===== src/rtl/mcyc_pkg.sv =====
package mcyc_pkg;

    parameter int STATES_PER_CYCLE = 6;
    parameter int PHASES_PER_STATE = 2;
    localparam int TICKS_PER_CYCLE = STATES_PER_CYCLE * PHASES_PER_STATE;
    localparam int TICK_W  = $clog2(TICKS_PER_CYCLE);
    localparam int STATE_W = $clog2(STATES_PER_CYCLE);
    localparam int CYC_W   = 2;

    typedef enum logic [TICK_W-1:0] {
        T_S1P1 = 4'd0,  T_S1P2 = 4'd1,
        T_S2P1 = 4'd2,  T_S2P2 = 4'd3,
        T_S3P1 = 4'd4,  T_S3P2 = 4'd5,
        T_S4P1 = 4'd6,  T_S4P2 = 4'd7,
        T_S5P1 = 4'd8,  T_S5P2 = 4'd9,
        T_S6P1 = 4'd10, T_S6P2 = 4'd11
    } tick_e;

    typedef enum logic [1:0] {
        IS_FIRST = 2'd0,
        IS_EXTRA = 2'd1,
        IS_XDATA = 2'd2
    } istate_e;

endpackage


===== src/rtl/mcyc_tick_fsm.sv =====
module mcyc_tick_fsm
    import mcyc_pkg::*;
(
    input  logic                clk,
    input  logic                rst_n,
    output tick_e               tick,
    output logic [STATE_W-1:0]  state_idx,
    output logic                phase_idx
);

    tick_e tick_q;
    tick_e tick_d;

    always_ff @(posedge clk) begin
        if (!rst_n) tick_q <= T_S1P1;
        else        tick_q <= tick_d;
    end

    always_comb begin
        unique case (tick_q)
            T_S1P1:  tick_d = T_S1P2;
            T_S1P2:  tick_d = T_S2P1;
            T_S2P1:  tick_d = T_S2P2;
            T_S2P2:  tick_d = T_S3P1;
            T_S3P1:  tick_d = T_S3P2;
            T_S3P2:  tick_d = T_S4P1;
            T_S4P1:  tick_d = T_S4P2;
            T_S4P2:  tick_d = T_S5P1;
            T_S5P1:  tick_d = T_S5P2;
            T_S5P2:  tick_d = T_S6P1;
            T_S6P1:  tick_d = T_S6P2;
            T_S6P2:  tick_d = T_S1P1;
            default: tick_d = T_S1P1;
        endcase
    end

    always_comb begin
        tick = tick_q;
        unique case (tick_q)
            T_S1P1, T_S1P2: state_idx = STATE_W'(0);
            T_S2P1, T_S2P2: state_idx = STATE_W'(1);
            T_S3P1, T_S3P2: state_idx = STATE_W'(2);
            T_S4P1, T_S4P2: state_idx = STATE_W'(3);
            T_S5P1, T_S5P2: state_idx = STATE_W'(4);
            T_S6P1, T_S6P2: state_idx = STATE_W'(5);
            default:        state_idx = STATE_W'(0);
        endcase
        phase_idx = tick_q[0];
    end

endmodule


===== src/rtl/mcyc_instr_fsm.sv =====
module mcyc_instr_fsm
    import mcyc_pkg::*;
(
    input  logic        clk,
    input  logic        rst_n,
    input  tick_e       tick,
    input  logic        dec_len2,
    input  logic [1:0]  dec_cycles,
    input  logic        dec_xmove,
    output istate_e     ist,
    output logic        len2_kept,
    output logic        last_cycle
);

    istate_e            ist_q, ist_d;
    logic [CYC_W-1:0]   left_q, left_d;
    logic               len2_q, len2_d;
    logic               xmove_q, xmove_d;
    logic               accept;
    logic               cycle_end;
    logic [CYC_W-1:0]   extra_cycles;

    assign accept    = (ist_q == IS_FIRST) && (tick == T_S1P2);
    assign cycle_end = (tick == T_S6P2);

    always_comb begin
        unique case (dec_cycles)
            2'b00:   extra_cycles = CYC_W'(0);
            2'b01:   extra_cycles = CYC_W'(1);
            default: extra_cycles = CYC_W'(3);
        endcase
    end

    always_ff @(posedge clk) begin
        if (!rst_n) begin
            ist_q   <= IS_FIRST;
            left_q  <= '0;
            len2_q  <= 1'b0;
            xmove_q <= 1'b0;
        end else begin
            ist_q   <= ist_d;
            left_q  <= left_d;
            len2_q  <= len2_d;
            xmove_q <= xmove_d;
        end
    end

    always_comb begin
        ist_d   = ist_q;
        left_d  = left_q;
        len2_d  = len2_q;
        xmove_d = xmove_q;
        if (accept) begin
            xmove_d = dec_xmove;
            len2_d  = dec_len2 && !dec_xmove;
            left_d  = dec_xmove ? CYC_W'(1) : extra_cycles;
        end else if (cycle_end && (left_q != '0)) begin
            left_d = left_q - CYC_W'(1);
        end
        unique case (ist_q)
            IS_FIRST: begin
                if (cycle_end && (left_q != '0))
                    ist_d = xmove_q ? IS_XDATA : IS_EXTRA;
            end
            IS_EXTRA: begin
                if (cycle_end && (left_q == '0))
                    ist_d = IS_FIRST;
            end
            IS_XDATA: begin
                if (cycle_end && (left_q == '0))
                    ist_d = IS_FIRST;
            end
            default: ist_d = IS_FIRST;
        endcase
    end

    assign ist        = ist_q;
    assign len2_kept  = len2_q;
    assign last_cycle = (left_q == '0);

endmodule


===== src/rtl/mcyc_strobe_gen.sv =====
module mcyc_strobe_gen
    import mcyc_pkg::*;
(
    input  tick_e    tick,
    input  istate_e  ist,
    input  logic     len2_kept,
    input  logic     last_cycle,
    output logic     ale,
    output logic     code_fetch,
    output logic     opcode_le,
    output logic     operand_le,
    output logic     pc_inc,
    output logic     xdata_win,
    output logic     instr_done
);

    logic ale_slot;
    logic fetch_slot;
    logic bus_to_code;

    always_comb begin
        unique case (tick)
            T_S1P2, T_S2P1, T_S4P2, T_S5P1: ale_slot = 1'b1;
            default:                        ale_slot = 1'b0;
        endcase
        unique case (tick)
            T_S1P1, T_S1P2, T_S4P1, T_S4P2: fetch_slot = 1'b1;
            default:                        fetch_slot = 1'b0;
        endcase
    end

    always_comb begin
        bus_to_code = (ist != IS_XDATA);
        ale         = bus_to_code && ale_slot;
        code_fetch  = bus_to_code && fetch_slot;
        opcode_le   = (ist == IS_FIRST) && (tick == T_S1P2);
        operand_le  = (ist == IS_FIRST) && (tick == T_S4P2) && len2_kept;
        pc_inc      = opcode_le || operand_le;
        xdata_win   = (ist == IS_XDATA);
        instr_done  = (tick == T_S6P2) && last_cycle;
    end

endmodule


===== src/rtl/mcyc_sequencer.sv =====
module mcyc_sequencer
    import mcyc_pkg::*;
(
    input  logic        clk,
    input  logic        rst_n,
    input  logic        dec_len2,
    input  logic [1:0]  dec_cycles,
    input  logic        dec_xmove,
    output logic [2:0]  state_idx,
    output logic        phase_idx,
    output logic        ale,
    output logic        code_fetch,
    output logic        opcode_le,
    output logic        operand_le,
    output logic        pc_inc,
    output logic        xdata_win,
    output logic        instr_done
);

    tick_e   tick;
    istate_e ist;
    logic    len2_kept;
    logic    last_cycle;

    mcyc_tick_fsm u_tick (
        .clk       (clk),
        .rst_n     (rst_n),
        .tick      (tick),
        .state_idx (state_idx),
        .phase_idx (phase_idx)
    );

    mcyc_instr_fsm u_instr (
        .clk        (clk),
        .rst_n      (rst_n),
        .tick       (tick),
        .dec_len2   (dec_len2),
        .dec_cycles (dec_cycles),
        .dec_xmove  (dec_xmove),
        .ist        (ist),
        .len2_kept  (len2_kept),
        .last_cycle (last_cycle)
    );

    mcyc_strobe_gen u_strobe (
        .tick       (tick),
        .ist        (ist),
        .len2_kept  (len2_kept),
        .last_cycle (last_cycle),
        .ale        (ale),
        .code_fetch (code_fetch),
        .opcode_le  (opcode_le),
        .operand_le (operand_le),
        .pc_inc     (pc_inc),
        .xdata_win  (xdata_win),
        .instr_done (instr_done)
    );

endmodule


===== config.mk =====
export PLATFORM = sky130hd
export DESIGN_NAME = mcyc_sequencer
export DESIGN_NICKNAME = d
export VERILOG_FILES = /design/src/rtl/mcyc_pkg.sv /design/src/rtl/mcyc_tick_fsm.sv /design/src/rtl/mcyc_instr_fsm.sv /design/src/rtl/mcyc_strobe_gen.sv /design/src/rtl/mcyc_sequencer.sv
export SDC_FILE = /design/constraint.sdc
export NUM_CORES = 1
export LEC_CHECK = 0
export BUFFER_PORTS_ARGS = -buffer_cell sky130_fd_sc_hd__buf_2
export CORE_UTILIZATION = 45
export DETAILED_ROUTE_END_ITERATION = 10
export PLACE_DENSITY = 0.8
export SYNTH_ARGS = -nofsm -noshare
export SYNTH_HDL_FRONTEND = slang
export SYNTH_SLANG_ARGS = --single-unit
export TNS_END_PERCENT = 10

===== constraint.sdc =====
create_clock -name clk -period 1.8 [get_ports clk]
set_input_delay 0.45 -clock clk [delete_from_list [all_inputs] [get_ports clk]]
set_output_delay 0.45 -clock clk [all_outputs]
set_load 0.02 [all_outputs]

==> impl_metrics.sql, run 1 <==
INSERT INTO impl_metrics (metric_group, metric, value, unit) VALUES
('outcome', 'status', 'complete, but fails checks', ''),
('outcome', 'violations', 'negative setup slack', ''),
('sta', 'worst-slew-pin-transition', '0.286', 'ns'),
('sta', 'timing.max_slew.rel_slack', '80.7', '%'),
('min_path', 'path_class_of_the_lowest_slack_min_delay_path', 'in -> reg', ''),
('power_and_ir_drop', 'pwr_density_cell', '610', 'nW/um^2'),
('cells_and_area', 'final_cell_count_no_fill', '111', ''),
('critical_path', 'worst_path_dominant_cell_family', 'simple AND/OR/NAND/NOR gates', ''),
('floorplan', 'initial_core_utilization', '49.2', '%'),
('critical_path', 'setup.reg_to_reg.worst_slack', '0.06', 'ns'),
('critical_path', 'timing.critical_path.required', '1.35', 'ns'),
('floorplan', 'die_y', '40.2', 'microns'),
('global_routing', 'grt_util_all_layers', '19.2', '%'),
('detailed_routing', 'drt_first_pass_iters', '3', ''),
('global_routing', 'global_route.usage.met3', '6.67', '%'),
('cells_and_area', 'layout_area_growth_over_synthesis', '45.2', '%'),
('global_routing', 'grt.met2_usage', '35.5', '%'),
('critical_path', 'timing.critical_path.buf_inv', '1', ''),
('floorplan', 'placement_rows', '13', ''),
('critical_path', 'crit_path_max_incr_delay', '0.38', 'ns'),
('detailed_routing', 'totalWireLength', '1470', 'microns'),
('critical_path', 'worst-r2r-cell-count', '9', ''),
('yosys', 'synth-seq-area-share', '30.5', '%'),
('sta', 'worst_clock_skew', '0.000585', 'ns'),
('cells_and_area', 'final_layout_size_suffix_gt1_share', '51.0', '%'),
('clocking', 'cts_made_buffers', '3', ''),
('clocking', 'clock-root-buffer', 'clkbuf_4', ''),
('critical_path', 'timing.critical_path.slowest_stage_cell', 'dfxtp_4', ''),
('placement', 'port_buffers', '16', ''),
('cells_and_area', 'ant_diodes', '0', ''),
('yosys', 'post_synthesis_register_bit_count', '10', ''),
('yosys', 'post_synth.cell_area_avg', '8.98', 'sq um'),
('min_path', 'holdCritStartpoint', 'dec_cycles[0]', ''),
('sta', 'timing.final.crit_share', '104', '%'),
('yosys', 'post_synth_main_area_contributors', 'dfxtp_1 (31%), ha_1 (15%), mux2i_1 (7.6%)', ''),
('yosys', 'synth.most_common_cell', 'inv_1', ''),
('detailed_routing', 'ant_nets', '0', ''),
('global_routing', 'grt_pass1_vias', '527', ''),
('sta', 'finalHoldViolations', '0', ''),
('yosys', 'synth.largest_area_cell', 'dfxtp_1', ''),
('cells_and_area', 'final_core_utilization', '71.4', '%'),
('floorplan', 'design.portCount', '17', ''),
('global_routing', 'globalRoute.totalOverflow', '0', ''),
('critical_path', 'reg2reg_to', 'u_instr.len2_kept$_SDFFE_PN0P_', ''),
('sta', 'setup_violations', '2', ''),
('sta', 'finalMaxSlewViolations', '0', ''),
('detailed_routing', 'drt_iter0_drc', '12', ''),
('floorplan', 'coreArea', '1330', 'sq um'),
('detailed_routing', 'num_vias', '619', ''),
('yosys', 'async_reset_ff_share', '0', '%'),
('global_routing', 'initial_antenna_violation_count', '0', ''),
('yosys', 'synth_cells', '73', ''),
('critical_path', 'crit_path_end_kind', 'primary output', ''),
('global_routing', 'use_met1', '17.8', '%'),
('clocking', 'cts_h_tree_depth', '1', ''),
('placement', 'post-dp-hpwl', '941', 'microns'),
('detailed_routing', 'drt_drc_violations_left', '0', ''),
('clocking', 'clock_sinks', '10', ''),
('cells_and_area', 'layout.nets', '112', ''),
('min_path', 'hold-path-endpoint', 'u_instr.left_q[0]$_SDFFE_PN0P_', ''),
('yosys', 'synth_top_cells_by_count', 'inv_1 (11), dfxtp_1 (10), ha_1 (8)', ''),
('clocking', 'cts_hold_repair.buffers', '0', ''),
('yosys', 'post_synth_instance_area', '656', 'sq um'),
('floorplan', 'fp.dieArea', '1610', 'sq um'),
('global_routing', 'grt_max_degree', '13', ''),
('yosys', 'number_of_enable_flip_flop_cells_after_synthesis', '0', ''),
('sta', 'final.setup.worst_slack', '-0.0714', 'ns'),
('yosys', 'synth-warning-count', '0', ''),
('placement', 'gp_routability_congestion', '0.651', ''),
('floorplan', 'die_width', '40.2', 'microns'),
('yosys', 'synth.net_count', '87', '');
[placed cells by master (no fill, tap or decap), drive strengths merged, types with 2 or more instances in the layout]
cell type	count
a21oi	4
and3	2
buf	24
clkbuf	3
dfxtp	10
ha	8
inv	11
mux2i	5
nand2	6
nand4b	2
nor2b	5
o32ai	2
[power breakdown]
part | switching, mW | total [mW] | internal (mW) | leakage (nW)
clock network | 0.0701 | 0.147 | 0.0770 | 0.0138
logic | 0.0861 | 0.182 | 0.0959 | 0.325
registers | 0.0187 | 0.251 | 0.233 | 0.0851
[per-layer routing]
metal | part of all wire, % | vias to the layer above
met2 | 51 | 13
li1 | - | 301
met1 | 44 | 303
met4 | 1.2 | 0
met3 | 3.2 | 2
met5 | 0 | -
[state kept, by name, indices dropped and copies added (netlist names)]
| signal | count |
|---|---|
| u_tick.tick | 4 |
| u_instr.left_q | 2 |
| u_instr.len2_kept | 1 |
| u_instr.xmove_q | 1 |
| u_instr.ist | 2 |
[worst min-delay path: cells and delay by family]
family                 cells  cell delay (ns)
AOI/OAI and AO/OA          2             0.15
buffers and inverters      1             0.07
[cell type report]
type | count | area (sq um)
sequential | 10 | 215
timing repair buffer | 24 | 163
multi-input combinational | 48 | 484
clock buffer | 3 | 22.5
fill | 97 | 382
tap | 15 | 18.8
inverter | 11 | 48.8
[through the flow]
stage / instance area, sq um / power (mW) / setup WS (ns) / hold slack (ns)
global placement: 751 / 0.367 / 0.131 / 0.443
global route: 952 / 0.613 / -0.118 / 0.484
detailed placement: 751 / 0.371 / 0.0939 / 0.449
finish: 952 / 0.580 / -0.0714 / 0.458
floorplan: 662 / 0.336 / -0.0623 / 0.424
CTS: 897 / 0.559 / -0.0226 / 0.460
[logic make-up (layout without fill, tap and decap cells)]
logic type / count (synthesis) / in the layout / synth area share, %
buf+inv: 15 / 38 / 10.1
simple gates: 23 / 23 / 22.9
flops: 10 / 10 / 30.5
fa+ha+maj: 8 / 8 / 15.3
compound gates: 11 / 11 / 12.2
mux: 5 / 5 / 7.63
xor+xnor: 1 / 1 / 1.34
[worst max-delay path by stage]
stage / start / endpoint / slack [ns] / depth (start not counted)
after global placement: u_instr.ist[0]$_SDFFE_PN0P_ / pc_inc / 0.13 / 6
after floorplan: u_tick.tick[0]$_SDFF_PN0_ / ale / -0.06 / 3
after detailed placement: u_tick.tick[1]$_SDFF_PN0_ / pc_inc / 0.09 / 6
after CTS: u_tick.tick[0]$_SDFF_PN0_ / ale / -0.02 / 5
final: u_tick.tick[2]$_SDFF_PP0_ / pc_inc / -0.07 / 4
after global routing: u_tick.tick[1]$_SDFF_PN0_ / pc_inc / -0.12 / 6
[repair_timing]
item	in CTS	in global routing
resized for setup	30	9
setup endpoints to repair	4	5
cloned	0	0
setup buffers	5	1
pin swaps	7	5
Power figures use the tool's default switching activity.
==> run 2: changes to the inputs <==
--- a/config.mk
+++ b/config.mk
@@ -9,7 +9,9 @@
 export CORE_UTILIZATION = 45
 export DETAILED_ROUTE_END_ITERATION = 10
 export PLACE_DENSITY = 0.8
+export REMOVE_ABC_BUFFERS = 1
 export SYNTH_ARGS = -nofsm -noshare
 export SYNTH_HDL_FRONTEND = slang
+export SYNTH_HIERARCHICAL = 1
 export SYNTH_SLANG_ARGS = --single-unit
 export TNS_END_PERCENT = 10
==> run 2 against run 1 <==
Compared with the run above:
- the run still ends with negative setup slack left
- count of clock-buffer cells in the layout increased by 1
- combinational power decreased by 14%
- die area decreased by 0.17%
- largest power group unchanged
==> impl_metrics.sql, run 2 <==
INSERT INTO impl_metrics (metric_group, metric, value, unit) VALUES
('outcome', 'violations', 'negative setup slack', ''),
('yosys', 'synth.most_common_cell', 'dfxtp_1', ''),
('cells_and_area', 'multi_input_comb_area', '428', 'sq um'),
('cells_and_area', 'final_layout_size_suffix_gt1_share', '35.6', '%'),
('critical_path', 'path_max_fanout', '4', ''),
('critical_path', 'critPathCapture', 'ale', ''),
('clocking', 'cts_made_buffers', '3', ''),
('cells_and_area', 'stdcell_area', '852', 'sq um'),
('global_routing', 'globalRoute.totalOverflow', '0', ''),
('floorplan', 'die_width', '40.1', 'microns'),
('sta', 'timing.max_slew.rel_slack', '77.2', '%'),
('detailed_routing', 'detail_route.vias_per_cell', '5.59', ''),
('global_routing', 'grt_first_pass_wirelength', '2190', 'microns'),
('sta', 'rsz0062_at_grt', 'yes', ''),
('yosys', 'post_synth_instance_area', '654', 'sq um'),
('clocking', 'worst_skew_pair.late_latency', '0.28', 'ns'),
('yosys', 'post_synthesis_register_bit_count', '10', ''),
('cells_and_area', 'ant_diodes', '0', ''),
('min_path', 'path_class_of_the_lowest_slack_min_delay_path', 'in -> reg', ''),
('clocking', 'cts_hold_repair.buffers', '0', ''),
('yosys', 'netlist-cell-type-count', '36', ''),
('placement', 'gp_routability_congestion', '0.762', ''),
('clocking', 'cts.clk_slew.worst_paths', '0.07', 'ns'),
('clocking', 'max-clock-path-buffers', '2', ''),
('yosys', 'synth-seq-area-share', '30.6', '%'),
('critical_path', 'crit_path_start', 'u_tick/tick[1]$_SDFF_PN0_', ''),
('critical_path', 'crit_path_start_kind', 'register', ''),
('placement', 'dp_cells', '110', ''),
('critical_path', 'reg2reg_from', 'u_tick/tick[1]$_SDFF_PN0_', ''),
('critical_path', 'timing.critical_path.required', '1.35', 'ns'),
('critical_path', 'crit_path_end_kind', 'primary output', ''),
('cells_and_area', 'final_cell_count_no_fill', '116', ''),
('global_routing', 'grt_pass1_vias', '485', ''),
('detailed_routing', 'drt_first_pass_iters', '4', ''),
('cells_and_area', 'most_frequent_standard_cell_in_the_layout_excluding_fill_and_tap_cells', 'buf_2', ''),
('placement', 'post-dp-hpwl', '1010', 'microns'),
('power_and_ir_drop', 'power.static_leakage', '0.369', 'nW'),
('floorplan', 'fp.dieArea', '1610', 'sq um'),
('floorplan', 'design.portCount', '17', ''),
('yosys', 'post_synth.cell_area_avg', '8.61', 'sq um'),
('sta', 'finalHoldViolations', '0', ''),
('power_and_ir_drop', 'pwr_density_cell', '718', 'nW/um^2'),
('detailed_routing', 'drt_drc_violations_left', '0', ''),
('sta', 'fmaxAchievable', '0.512', 'GHz'),
('detailed_routing', 'totalWireLength', '1450', 'microns'),
('placement', 'port_buffers', '16', ''),
('sta', 'timing.final.crit_share', '109', '%'),
('power_and_ir_drop', 'ir_drop_worst_vdd', '0.000405', 'V'),
('sta', 'worst_clock_skew', '0.00114', 'ns'),
('critical_path', 'worstSetupPathType', 'reg -> out', ''),
('yosys', 'number_of_enable_flip_flop_cells_after_synthesis', '0', ''),
('cells_and_area', 'layout.nets', '112', ''),
('detailed_routing', 'drt_iter0_drc', '17', ''),
('cells_and_area', 'number_of_flip_flops_under_the_largest_register_name', '4', ''),
('cells_and_area', 'fillers', '112', ''),
('global_routing', 'initial_antenna_violation_count', '0', ''),
('critical_path', 'worst-r2r-cell-count', '6', ''),
('yosys', 'async_reset_ff_share', '0', '%'),
('sta', 'worst-slew-pin-transition', '0.341', 'ns'),
('floorplan', 'initial_core_utilization', '49.1', '%'),
('clocking', 'cts_h_tree_depth', '1', ''),
('detailed_routing', 'routed_wire_length_per_instance', '12.5', 'microns'),
('sta', 'final.setup.worst_slack', '-0.154', 'ns'),
('yosys', 'post_synth_main_area_contributors', 'dfxtp_1 (31%), ha_1 (7.6%), nor2b_1 (3.8%)', ''),
('cells_and_area', 'layout_common_cells', 'buf_2 (13), buf_4 (10), dfxtp_1 (7)', ''),
('global_routing', 'grt_util_all_layers', '20.3', '%'),
('floorplan', 'placement_rows', '13', ''),
('sta', 'final_period_minus_worst_setup_slack', '1.95', 'ns'),
('yosys', 'synth_top_area_share', '30.6', '%'),
('sta', 'setup_violations', '2', ''),
('cells_and_area', 'sequential_cell_area', '206', 'sq um'),
('clocking', 'tritoncts', 'yes', ''),
('yosys', 'ys_dominant_reg_cell', 'dfxtp_1', ''),
('detailed_routing', 'num_vias', '648', ''),
('clocking', 'clock_sinks', '10', ''),
('placement', 'placement.cell_area', '772', 'sq um'),
('sta', 'finalMaxSlewViolations', '0', ''),
('critical_path', 'critPathArrivalTime', '1.50', 'ns'),
('critical_path', 'setup.reg_to_reg.worst_slack', '0.12', 'ns'),
('yosys', 'synth.largest_area_cell', 'dfxtp_1', ''),
('detailed_routing', 'ant_nets', '0', ''),
('job', 'cap_violations', '0', ''),
('outcome', 'status', 'complete, but fails checks', ''),
('clocking', 'clock-root-buffer', 'clkbuf_4', ''),
('cells_and_area', 'layout_area_growth_over_synthesis', '30.2', '%'),
('yosys', 'synth-warning-count', '6', ''),
('global_routing', 'grt_max_degree', '14', ''),
('yosys', 'synth_cells', '76', ''),
('yosys', 'synth_top_cells_by_count', 'dfxtp_1 (10), inv_1 (6), nand2_1 (5), nor2_1 (5)', ''),
('floorplan', 'die_y', '40.1', 'microns'),
('floorplan', 'coreArea', '1330', 'sq um'),
('critical_path', 'reg2reg_to', 'u_instr/len2_kept$_SDFFE_PN0P_', '');
==> run 2: cell count changes after synthesis, moves of 3 or more <==
cell	previous run	this run
mux2i_1	5	2
and2_1	0	3
nor2_1	1	5
ha_1	8	4
inv_1	11	6
==> run 2: how the worst min path moves through the flow <==
stage	startpoint	end	slack [ns]	cells after the start
after global routing	dec_cycles[0]	u_instr/left_q[0]$_SDFFE_PN0P_	0.46	3
final	dec_cycles[0]	u_instr/left_q[0]$_SDFFE_PN0P_	0.45	3
after detailed placement	u_instr/len2_kept$_SDFFE_PN0P_	u_instr/len2_kept$_SDFFE_PN0P_	0.48	2
after global placement	u_instr/len2_kept$_SDFFE_PN0P_	u_instr/len2_kept$_SDFFE_PN0P_	0.48	2
after floorplan	u_instr/len2_kept$_SDFFE_PN0P_	u_instr/len2_kept$_SDFFE_PN0P_	0.44	2
after CTS	dec_cycles[0]	u_instr/left_q[0]$_SDFFE_PN0P_	0.44	3
==> run 2: kinds of logic after synthesis <==
logic type	after synthesis	synth area share (%)
xor gates and xnor gates	2	2.68
muxes	3	4.78
DFF	10	30.6
and+or+nand+nor	34	31.0
buffers and inverters	8	6.31
AOI/OAI and AO/OA	15	17.0
adders and majority gates	4	7.65
==> run 2: area by class of cell <==
| type | instances | area share, % |
|---|---|---|
| Tap cell | 15 | 2.20 |
| Inverter | 6 | 2.64 |
| Timing Repair Buffer | 23 | 16.4 |
| Sequential cell | 10 | 24.2 |
| Multi-Input combinational cell | 58 | 50.2 |
| Clock buffer | 4 | 4.26 |
==> run 2: metal layers <==
metal	vias up	routed length [microns]	GRT usage [%]
met3	2	68	3.33
met1	290	666	26.4
li1	331	-	-
met2	25	689	31.9
met5	-	0	0
met4	0	22	10.3
==> run 2: critical path, stage by stage (launching register included) <==
cell and delay (ns):
dfxtp_4 0.35, or2_4 0.24, or3b_1 0.35, a31oi_1 0.13
buf_4 0.16
==> run 2: metrics by stage <==
step	worst slack, ns	power, mW	util [%]	hold WS (ns)	setup TNS (ns)
6_report	-0.154	0.612	63.9	0.445	-0.154
4_1_cts	-0.172	0.610	62.1	0.441	-0.238
3_5_place_dp	0.0942	0.390	57.9	0.477	0
3_3_place_gp	0.132	0.387	57.9	0.478	0
2_1_floorplan	-0.0791	0.341	-	0.445	-0.0964
5_1_grt	-0.246	0.644	63.9	0.464	-0.485
==> run 2: timing repair <==
item / 4_1_cts / 5_1_grt
endpoints found under the setup margin: 2 / 6
resized for setup: 3 / 7
cloned: 0 / 0
setup buffers: 2 / 0
==> run 2: power by group <==
group	internal, mW	switching (mW)
combinational	0.0754	0.0812
clock	0.123	0.0875
sequential	0.233	0.0114
total	0.432	0.180
==> run 3: changes to the inputs <==
--- a/config.mk
+++ b/config.mk
@@ -5,10 +5,11 @@
 export SDC_FILE = /design/constraint.sdc
 export NUM_CORES = 1
 export LEC_CHECK = 0
+export ABC_AREA = 1
 export BUFFER_PORTS_ARGS = -buffer_cell sky130_fd_sc_hd__buf_2
 export CORE_UTILIZATION = 45
 export DETAILED_ROUTE_END_ITERATION = 10
-export PLACE_DENSITY = 0.8
+export PLACE_DENSITY = 0.78
 export REMOVE_ABC_BUFFERS = 1
 export SYNTH_ARGS = -nofsm -noshare
 export SYNTH_HDL_FRONTEND = slang
==> run 3 against run 2 <==
Compared with the run above:
- the run now ends clean
- global-route usage fell by 2.0 points
- synthesized area rose by 14%
- design area rose by 3.4%
- sequential cell count did not move
- final cell count rose by 28%
- setup slack improved by 0.27 ns
==> impl_metrics.sql, run 3 <==
INSERT INTO impl_metrics (metric_group, metric, value, unit) VALUES
('clocking', 'cts.clk_slew.worst_paths', '0.06', 'ns'),
('clocking', 'cts_made_buffers', '3', ''),
('clocking', 'max-clock-path-buffers', '2', ''),
('cells_and_area', 'layout_area_growth_over_synthesis', '17.7', '%'),
('clocking', 'cts_h_tree_depth', '1', ''),
('critical_path', 'worst-r2r-cell-count', '7', ''),
('yosys', 'synth.largest_area_cell', 'dfxtp_1', ''),
('power_and_ir_drop', 'power.sequential.fraction', '34.3', '%'),
('cells_and_area', 'layout.nets', '145', ''),
('critical_path', 'setup.reg_to_reg.worst_slack', '0.50', 'ns'),
('sta', 'setup_total_negative_slack', '0', 'ns'),
('clocking', 'clock_sinks', '10', ''),
('min_path', 'hold-path-endpoint', 'u_instr/len2_kept$_SDFFE_PN0P_', ''),
('cells_and_area', 'number_of_flip_flops_under_the_largest_register_name', '4', ''),
('critical_path', 'crit_path_max_incr_delay', '0.44', 'ns'),
('floorplan', 'die_y', '42.8', 'microns'),
('yosys', 'post_synthesis_register_bit_count', '10', ''),
('floorplan', 'initial_core_utilization', '49.1', '%'),
('yosys', 'netlist-cell-type-count', '20', ''),
('critical_path', 'crit_path_start_kind', 'register', ''),
('min_path', 'holdCritStartpoint', 'dec_len2', ''),
('detailed_routing', 'num_vias', '718', ''),
('cells_and_area', 'most_frequent_standard_cell_in_the_layout_excluding_fill_and_tap_cells', 'nand2_1', ''),
('placement', 'gp_routability_congestion', '0.796', ''),
('floorplan', 'die_width', '42.8', 'microns'),
('cells_and_area', 'stdcell_area', '881', 'sq um'),
('sta', 'setup_violations', '0', ''),
('critical_path', 'timing.critical_path.buf_inv', '2', ''),
('global_routing', 'grt_max_degree', '11', ''),
('power_and_ir_drop', 'intPower', '0.476', 'mW'),
('sta', 'timing.max_slew.rel_slack', '82.6', '%'),
('yosys', 'synth.most_common_cell', 'nand2_1', ''),
('min_path', 'min_path_cells', '3', ''),
('critical_path', 'path_max_fanout', '5', ''),
('yosys', 'post_synth.cell_area_avg', '6.62', 'sq um'),
('critical_path', 'critPathArrivalTime', '1.23', 'ns'),
('detailed_routing', 'drt_iter0_drc', '14', ''),
('yosys', 'number_of_enable_flip_flop_cells_after_synthesis', '0', ''),
('critical_path', 'crit_path_end_kind', 'primary output', ''),
('power_and_ir_drop', 'pwr-share-clk', '17.7', '%'),
('sta', 'worst_clock_skew', '0.00665', 'ns'),
('yosys', 'async_reset_ff_share', '0', '%'),
('sta', 'timing.final.crit_share', '93.3', '%'),
('detailed_routing', 'drt_drc_violations_left', '0', ''),
('yosys', 'synth-warning-count', '6', ''),
('sta', 'fmaxAchievable', '0.595', 'GHz'),
('cells_and_area', 'final_layout_size_suffix_gt1_share', '34.6', '%'),
('yosys', 'synth_cells', '113', ''),
('detailed_routing', 'drt_first_pass_iters', '4', ''),
('placement', 'port_buffers', '16', ''),
('power_and_ir_drop', 'power_frac_comb', '48.0', '%'),
('yosys', 'post_synth_main_area_contributors', 'dfxtp_1 (27%), nand2_1 (10%), inv_1 (9.5%)', ''),
('power_and_ir_drop', 'pwr_density_cell', '950', 'nW/um^2'),
('clocking', 'tritoncts', 'yes', ''),
('global_routing', 'grt_util_all_layers', '18.3', '%'),
('yosys', 'ys_dominant_reg_cell', 'dfxtp_1', ''),
('floorplan', 'fp.dieArea', '1830', 'sq um'),
('floorplan', 'placement_rows', '14', ''),
('global_routing', 'grt_pass1_vias', '626', ''),
('power_and_ir_drop', 'power.static_leakage', '0.463', 'nW'),
('floorplan', 'design.portCount', '17', ''),
('detailed_routing', 'routed_wire_length_per_instance', '9.88', 'microns'),
('sta', 'worst-slew-pin-transition', '0.260', 'ns'),
('global_routing', 'grt_first_pass_wirelength', '2530', 'microns'),
('min_path', 'path_class_of_the_lowest_slack_min_delay_path', 'in -> reg', ''),
('sta', 'finalHoldViolations', '0', ''),
('placement', 'post-dp-hpwl', '1190', 'microns'),
('cells_and_area', 'fillers', '167', ''),
('job', 'cap_violations', '0', ''),
('sta', 'rsz0062_at_grt', 'no', ''),
('yosys', 'synth_top_cells_by_count', 'nand2_1 (20), inv_1 (19), nor2_1 (19)', ''),
('power_and_ir_drop', 'ir_drop_worst_vdd', '0.000529', 'V'),
('global_routing', 'initial_antenna_violation_count', '0', ''),
('cells_and_area', 'layout_common_cells', 'nand2_1 (20), inv_1 (19), nor2_1 (19)', ''),
('clocking', 'clock-root-buffer', 'clkbuf_4', ''),
('outcome', 'status', 'completed', ''),
('cells_and_area', 'ant_diodes', '0', ''),
('floorplan', 'coreArea', '1520', 'sq um'),
('critical_path', 'crit_path_cell_trace', 'inv_2, nor2_4, nand2_1, a21oi_2, buf_2', ''),
('critical_path', 'timing.critical_path.required', '1.35', 'ns'),
('power_and_ir_drop', 'power_switching_share', '43.1', '%'),
('yosys', 'synth_top_area_share', '26.8', '%'),
('detailed_routing', 'detail_route.vias_per_cell', '4.82', ''),
('clocking', 'worst_skew_pair.late_latency', '0.26', 'ns'),
('global_routing', 'globalRoute.totalOverflow', '0', ''),
('critical_path', 'reg2reg_to', 'u_instr/left_q[0]$_SDFFE_PN0P_', ''),
('detailed_routing', 'ant_nets', '0', ''),
('critical_path', 'timing.critical_path.slowest_stage_cell', 'dfxtp_1', ''),
('critical_path', 'reg2reg_from', 'u_tick/tick[2]$_SDFF_PP0_', ''),
('sta', 'final_period_minus_worst_setup_slack', '1.68', 'ns'),
('sta', 'finalMaxSlewViolations', '0', ''),
('power_and_ir_drop', 'net_switching_power', '0.361', 'mW'),
('placement', 'placement.cell_area', '856', 'sq um'),
('yosys', 'post_synth_instance_area', '748', 'sq um'),
('critical_path', 'worst_path_dominant_cell_family', 'flip-flops', ''),
('detailed_routing', 'totalWireLength', '1470', 'microns'),
('yosys', 'synth-seq-area-share', '26.8', '%'),
('critical_path', 'worstSetupPathType', 'reg -> out', ''),
('clocking', 'cts_hold_repair.buffers', '0', '');
## run 3: cell count changes in the layout (fill, tap and decap cells not counted), moves of 4 or more
cell	previous run	this run
nor2b_1	4	0
inv_1	6	19
nor2_4	0	4
buf_4	10	2
nand2_1	5	20
nor2_1	5	19
inv_2	0	6
nand3_1	1	9
## run 3: worst register-to-register path: stages, from the launching register on
cell	delay [ns]
dfxtp_1	0.37
buf_4	0.19
nor2_1	0.22
nand3_4	0.14
nor2_4	0.12
nand2_1	0.06
nand2_1	0.05
nor2_1	0.04
## run 3: worst max path at each step
stage               cells after the start          to                 startpoint
finish                                  5  code_fetch  u_tick/tick[2]$_SDFF_PP0_
global route                            5      pc_inc  u_tick/tick[1]$_SDFF_PN0_
CTS                                     4         ale  u_tick/tick[3]$_SDFF_PN0_
detailed placement                      5      pc_inc  u_tick/tick[1]$_SDFF_PN0_
global placement                        5      pc_inc  u_tick/tick[1]$_SDFF_PN0_
floorplan                               4         ale  u_tick/tick[0]$_SDFF_PN0_
## run 3: kinds of logic (layout without fill, tap and decap cells)
group / after synthesis / after routing / share of synthesized area [%]
flip-flops: 10 / 10 / 26.8
buffers and inverters: 26 / 46 / 13.5
adder cells (fa/ha/maj): 4 / 4 / 6.69
AO/OA/AOI/OAI: 11 / 11 / 10.5
AND/OR/NAND/NOR: 62 / 62 / 42.5
## run 3: metrics by stage
| step | power [mW] | cells | setup slack [ns] | hold WS [ns] | util (%) |
|---|---|---|---|---|---|
| floorplan | 0.598 | 112 | 0.136 | 0.454 | - |
| global placement | 0.677 | 146 | 0.328 | 0.472 | 56.2 |
| detailed placement | 0.695 | 146 | 0.279 | 0.473 | 56.2 |
| CTS | 0.847 | 149 | 0.0532 | 0.436 | 57.7 |
| global route | 0.913 | 149 | 0.0366 | 0.439 | 57.8 |
| finish | 0.837 | 149 | 0.120 | 0.444 | 57.8 |
## run 3: metal layers
layer	track usage (%)	wire, microns
met1	20.7	688
met2	30.3	723
met3	6.81	42
met4	8.13	17
met5	0	0
## run 3: cell type report
type / instances / area [sq um] / area share [%]
well taps: 16 / 20.0 / 2.27
clock buffers: 3 / 22.5 / 2.56
multi-input cells: 77 / 447 / 50.7
inverters: 25 / 93.8 / 10.7
flip-flops and latches: 10 / 203 / 23.0
repair buffers: 18 / 95.1 / 10.8
## run 3: timing repair
item / in CTS / in global routing
endpoints found under the setup margin: 1 / 4
gates resized for setup: 1 / 1
setup buffers: 0 / 0
## run 3: power by group through the flow
stage	logic (mW)	registers [mW]	clock network [mW]
floorplan	0.308	0.290	0
global placement	0.387	0.290	0
detailed placement	0.404	0.291	0
CTS	0.405	0.287	0.156
global route	0.456	0.292	0.166
finish	0.402	0.287	0.148
